## src/rtl/list_sum_engine.sv

```systemverilog
module list_sum_engine #(
  parameter int AW = 8,
  parameter int DW = 16
) (
  input  logic          clk,
  input  logic          rst,
  input  logic          go,
  output logic [AW-1:0] mem_addr,
  output logic          mem_rd,
  input  logic [DW-1:0] mem_rdata,
  output logic [DW-1:0] total,
  output logic          finished
);
  typedef enum logic [2:0] {S_IDLE, S_VREQ, S_VGET, S_PREQ, S_PGET, S_TEST} st_t;
  st_t st, st_nx;

  logic [AW-1:0] nxt;
  logic [DW-1:0] acc;
  logic ld_nxt, ld_acc, sel_nxt, sel_acc, sel_addr;
  logic nxt_zero, is_idle, is_test;

  assign nxt_zero = (nxt == '0);
  assign is_idle  = (st == S_IDLE);
  assign is_test  = (st == S_TEST);
  assign mem_addr = sel_addr ? nxt : AW'(nxt + 1'b1);

  always_comb begin
    st_nx    = st;
    ld_nxt   = 1'b0;
    ld_acc   = 1'b0;
    sel_nxt  = 1'b0;
    sel_acc  = 1'b0;
    sel_addr = 1'b0;
    mem_rd   = 1'b0;
    case (st)
      S_IDLE: if (go) begin
        ld_nxt = 1'b1;
        ld_acc = 1'b1;
        st_nx  = S_VREQ;
      end
      S_VREQ: begin
        mem_rd = 1'b1;
        st_nx  = S_VGET;
      end
      S_VGET: begin
        ld_acc  = 1'b1;
        sel_acc = 1'b1;
        st_nx   = S_PREQ;
      end
      S_PREQ: begin
        mem_rd   = 1'b1;
        sel_addr = 1'b1;
        st_nx    = S_PGET;
      end
      S_PGET: begin
        ld_nxt  = 1'b1;
        sel_nxt = 1'b1;
        st_nx   = S_TEST;
      end
      S_TEST: st_nx = nxt_zero ? S_IDLE : S_VREQ;
      default: st_nx = S_IDLE;
    endcase
  end

  always_ff @(posedge clk) begin
    if (rst) begin
      st       <= S_IDLE;
      nxt      <= '0;
      acc      <= '0;
      total    <= '0;
      finished <= 1'b0;
    end else begin
      st <= st_nx;
      if (ld_nxt) nxt <= sel_nxt ? mem_rdata[AW-1:0] : '0;
      if (ld_acc) acc <= sel_acc ? acc + mem_rdata : '0;
      if (is_idle && go) finished <= 1'b0;
      if (is_test && nxt_zero) begin
        finished <= 1'b1;
        total    <= acc;
      end
    end
  end
endmodule

```

## config.mk

```make
export PLATFORM = sky130hd
export DESIGN_NAME = list_sum_engine
export DESIGN_NICKNAME = d
export VERILOG_FILES = /design/src/rtl/list_sum_engine.sv
export SDC_FILE = /design/constraint.sdc
export NUM_CORES = 1
export LEC_CHECK = 0
export BUFFER_PORTS_ARGS = -buffer_cell sky130_fd_sc_hd__buf_2
export CORE_ASPECT_RATIO = 2
export CORE_MARGIN = 1
export CORE_UTILIZATION = 50
export DETAILED_ROUTE_END_ITERATION = 16
export PLACE_DENSITY = 0.74
export SYNTH_ARGS = -nofsm -noshare
export SYNTH_HDL_FRONTEND = slang
export SYNTH_SLANG_ARGS = --single-unit
```

## constraint.sdc

```tcl
create_clock -name clk -period 2.6 [get_ports clk]
set_clock_uncertainty 0.2 [all_clocks]
set_input_delay 0 -clock clk [delete_from_list [all_inputs] [get_ports clk]]
set_output_delay 0 -clock clk [all_outputs]
set_load 0.03 [all_outputs]
```

==> results_tabular.tex <==
\begin{tabular}{lr}
\hline
Metric & Value \\
\hline
\multicolumn{2}{l}{\textbf{Routing}} \\
\quad Number of routed nets with antenna violations & 0 \\
\quad DR DRC count & 0 \\
\quad Detailed router's first-iteration violation count & 56 \\
\quad Mean number of vias per cell & 5.898 \\
\quad First-pass iteration count of the detailed router & 5 \\
\quad Overall via count from detail\_route & 2371 \\
\quad Total length of routed wires & 6539 µm \\
\quad Average wire per cell in the routed design & 16.27 µm \\
\multicolumn{2}{l}{\textbf{Yosys}} \\
\quad Total standard cell area after synthesis & 2511 µm² \\
\quad Synthesized netlist cell count & 282 \\
\quad Cell type with the highest aggregate area in the netlist & dfxtp\_1 \\
\quad Synthesis warning total & 0 \\
\quad Synthesized net count & 319 \\
\quad Proportion of synthesized flip-flops having asynchronous set or reset & 0\% \\
\quad Number of synthesized register bits & 44 \\
\quad Sequential share of the synthesized area & 35.08\% \\
\quad Mapped Avg Cell Area & 8.905 µm² \\
\quad Number of library cell types mapped by synthesis & 54 \\
\quad Yosys top cell area share & 35.08\% \\
\quad Most common flop cell mapped by yosys & dfxtp\_1 \\
\quad Number of enable flip-flop cells after synthesis & 0 \\
\quad Top area cells in the synthesized netlist & dfxtp\_1 35\%, ha\_1 8.5\%, mux2i\_1 6.4\%, nor2\_1 5.1\%, xnor2\_1 3.8\% \\
\multicolumn{2}{l}{\textbf{Cells and area}} \\
\quad Nets & 382 \\
\quad Count of filler cells inserted in the layout & 438 \\
\quad Diode count & 0 \\
\quad Post-route insts no fill & 402 \\
\quad Leading cell types in the layout, fill and taps excluded & 44 x dfxtp\_1, 44 x buf\_2, 34 x nor2\_1 \\
\quad Area added between synthesis and finish & 22.02\% \\
\quad Share of post-route cells with drive strength above 1 & 22.03\% \\
\multicolumn{2}{l}{\textbf{GRT}} \\
\quad Wire length of the first global-routing pass & 10260 µm \\
\quad Leftover overflow at the end of global routing & 0 \\
\quad Largest net degree at the start of global routing & 37 \\
\quad Vias in the first global route & 2268 \\
\quad Number of antenna violations at the first check in global routing & 0 \\
\quad GRT Total Usage & 26.21\% \\
\multicolumn{2}{l}{\textbf{Die}} \\
\quad Die area & 5327 µm² \\
\quad Vertical die dimension & 102.2 µm \\
\quad Io pins & 45 \\
\quad Initial cell density of the core & 51.62\% \\
\quad Horizontal die dimension & 52.11 µm \\
\quad Row count & 36 \\
\quad Placeable core region & 4865 µm² \\
\multicolumn{2}{l}{\textbf{Timing}} \\
\quad Sum Neg Setup Slack & 0 ns \\
\quad Highest clock frequency the design can meet & 396.2 MHz \\
\quad Max Transition Viols Final & 0 \\
\quad Period utilization & 97.09\% \\
\quad Setup Viol. Count Final & 0 \\
\quad Setup repair after global routing missed its margin & false \\
\quad Hold Fails Final Rpt & 0 \\
\quad Transition time at the pin with the least slew margin & 0.5900 ns \\
\quad Time the final worst path needs with I/O delays and setup & 2.524 ns \\
\quad Tightest slew margin relative to the limit & 60.40\% \\
\multicolumn{2}{l}{\textbf{CTS}} \\
\quad Insertion delay to the later sink of the worst-skew pair & 0.30 ns \\
\quad Master cell of the clock root buffer & clkbuf\_8 \\
\quad CTS tree & built \\
\quad Deepest clock path buffer count & 2 \\
\quad Worst-path clk slew & 0.08 ns \\
\quad Setup Buffers After CTS & 0 \\
\quad Number of clock sinks seen by CTS & 44 \\
\quad Number of buffers created by CTS & 5 \\
\quad Depth of the CTS H-tree & 2 \\
\multicolumn{2}{l}{\textbf{Power}} \\
\quad Fraction of power spent switching nets & 29.90\% \\
\quad Worst IR drop on VDD & 0.4385 mV \\
\quad Power per cell area & 479.5 nW/µm² \\
\quad Share of total power in the clock network & 27.9\% \\
\quad Internal Dissipation & 1030 µW \\
\quad Pleak & 0.001446 µW \\
\quad Fraction of power consumed by combinational cells & 22.8\% \\
\quad Net switching power & 439.4 µW \\
\quad Fraction of power consumed by sequential logic & 49.3\% \\
\multicolumn{2}{l}{\textbf{Worst hold path}} \\
\quad Class of the worst hold path & in -> reg \\
\quad Start point of the worst hold path & mem\_rdata[14] \\
\multicolumn{2}{l}{\textbf{Placement}} \\
\quad DP Wirelength & 4762 µm \\
\quad Cell count after placement & 383 \\
\quad Port buffer count & 44 \\
\quad Routability cong. & 0.9343 \\
\multicolumn{2}{l}{\textbf{Setup path}} \\
\quad CP Cell Sequence & dlygate4sd3\_1 -> buf\_2 -> ha\_1 -> o211ai\_1 -> o21ai\_0 -> nor4b\_1 -> o21ai\_0 -> a32o\_1 \\
\quad Arrival time at the worst endpoint & 2.52 ns \\
\quad Maximum fanout along the worst path & 4 \\
\quad Critical path launch point type & input pin \\
\quad Crit path required time & 2.60 ns \\
\quad Path type of the worst setup path & in -> reg \\
\quad Peak per-stage delay on the critical path & 0.53 ns \\
\quad Crit path from & mem\_rdata[3] \\
\quad Cell with the biggest individual delay on the critical path & dlygate4sd3\_1 \\
\quad Crit path buf inv count & 2 \\
\quad Worst path most repeated cell & o21ai\_0 \\
\quad Cell family with most CP delay & compound AO/OA/AOI/OAI gates \\
\quad Kind of capture point of the worst setup path & flop \\
\quad Launch point of the worst reg-to-reg path & acc[3]\$\_SDFFE\_PP0P\_ \\
\multicolumn{2}{l}{\textbf{Run status}} \\
\quad Outcome & finished, final reports clean \\
\multicolumn{2}{l}{\textbf{Job}} \\
\quad Total of max-cap violations & 0 \\
\hline
\end{tabular}
[logic make-up after synthesis]
| family | after synthesis | synth area share [%] |
|---|---|---|
| simple gates | 87 | 18.04 |
| mux | 16 | 6.378 |
| flops | 44 | 35.08 |
| buf+inv | 22 | 3.687 |
| fa+ha+maj | 18 | 9.267 |
| compound gates | 82 | 23.02 |
| xor+xnor | 13 | 4.534 |
[layer usage]
layer	up-vias	part of all wire [%]	GRT usage, %
met2	56	58	51.18
li1	1163	-	-
met4	0	3.9	13.93
met1	1131	35	24.31
met3	21	3.0	4.167
met5	-	0	0
[what timing repair did]
action / in CTS / in global routing
hold endpoints to repair: 14 / 0
resized for setup: 0 / 4
hold buffers: 12 / 0
setup endpoints to repair: 0 / 5
[registers in the layout, indices dropped and copies added, names as in the netlist]
name      count
acc          16
total        16
nxt           8
st            3
finished      1
[power groups by stage]
stage	registers [µW]	logic, µW	clock network [µW]
2_1_floorplan	726	225	0
3_5_place_dp	740	312	0
5_1_grt	729	370	456
3_3_place_gp	739	308	0
6_report	724	335	410
4_1_cts	724	330	426
[path summary, 6_finish.rpt]
| check | end | slack [ns] | cells after the start |
|---|---|---|---|
| max | acc[13]$_SDFFE_PP0P_ | 0.08 | 8 |
| min | acc[14]$_SDFFE_PP0P_ | 0.09 | 4 |
| max reg2reg | acc[13]$_SDFFE_PP0P_ | 0.09 | 6 |
| min reg2reg | finished$_SDFFE_PP0P_ | 0.25 | 2 |
[synth_stat cells (6+ instances only)]
cell type	n
dfxtp_1	44
nor2_1	34
a21oi_1	17
ha_1	17
mux2i_1	16
a22oi_1	12
nand2_1	12
o21ai_0	12
clkbuf_1	11
xnor2_1	11
inv_1	8
nor2b_1	6
[worst reg2reg max path, cell delays in order (launching register included)]
cell,delay (ns)
dfxtp_1,0.35
ha_1,0.38
o211ai_1,0.15
o21ai_0,0.35
nor4b_1,0.51
o21ai_0,0.20
a32o_1,0.28
[area by class of cell]
cell class / instances / area [µm²] / share of cell area [%]
well taps: 57 / 71.32 / 2.327
inverters: 8 / 30.03 / 0.9800
repair buffers: 70 / 445.4 / 14.54
clock buffers: 6 / 72.57 / 2.368
clock inverters: 1 / 5.005 / 0.1633
flip-flops and latches: 44 / 880.8 / 28.75
multi-input cells: 216 / 1559 / 50.88
[per-stage QoR]
step	worst slack [ns]	utilization [%]	total power [µW]	area [µm²]	hold slack [ns]
3_5_place_dp	0.06537	58.49	1052	2845	0.08645
5_1_grt	0.009339	62.99	1555	3064	0.1451
3_3_place_gp	0.1159	58.49	1047	2845	0.07829
6_report	0.07576	62.99	1469	3064	0.09263
2_1_floorplan	0.1493	-	950.6	2511	-0.03778
4_1_cts	0.04047	62.55	1480	3043	0.08242
Power figures use the tool's default switching activity.
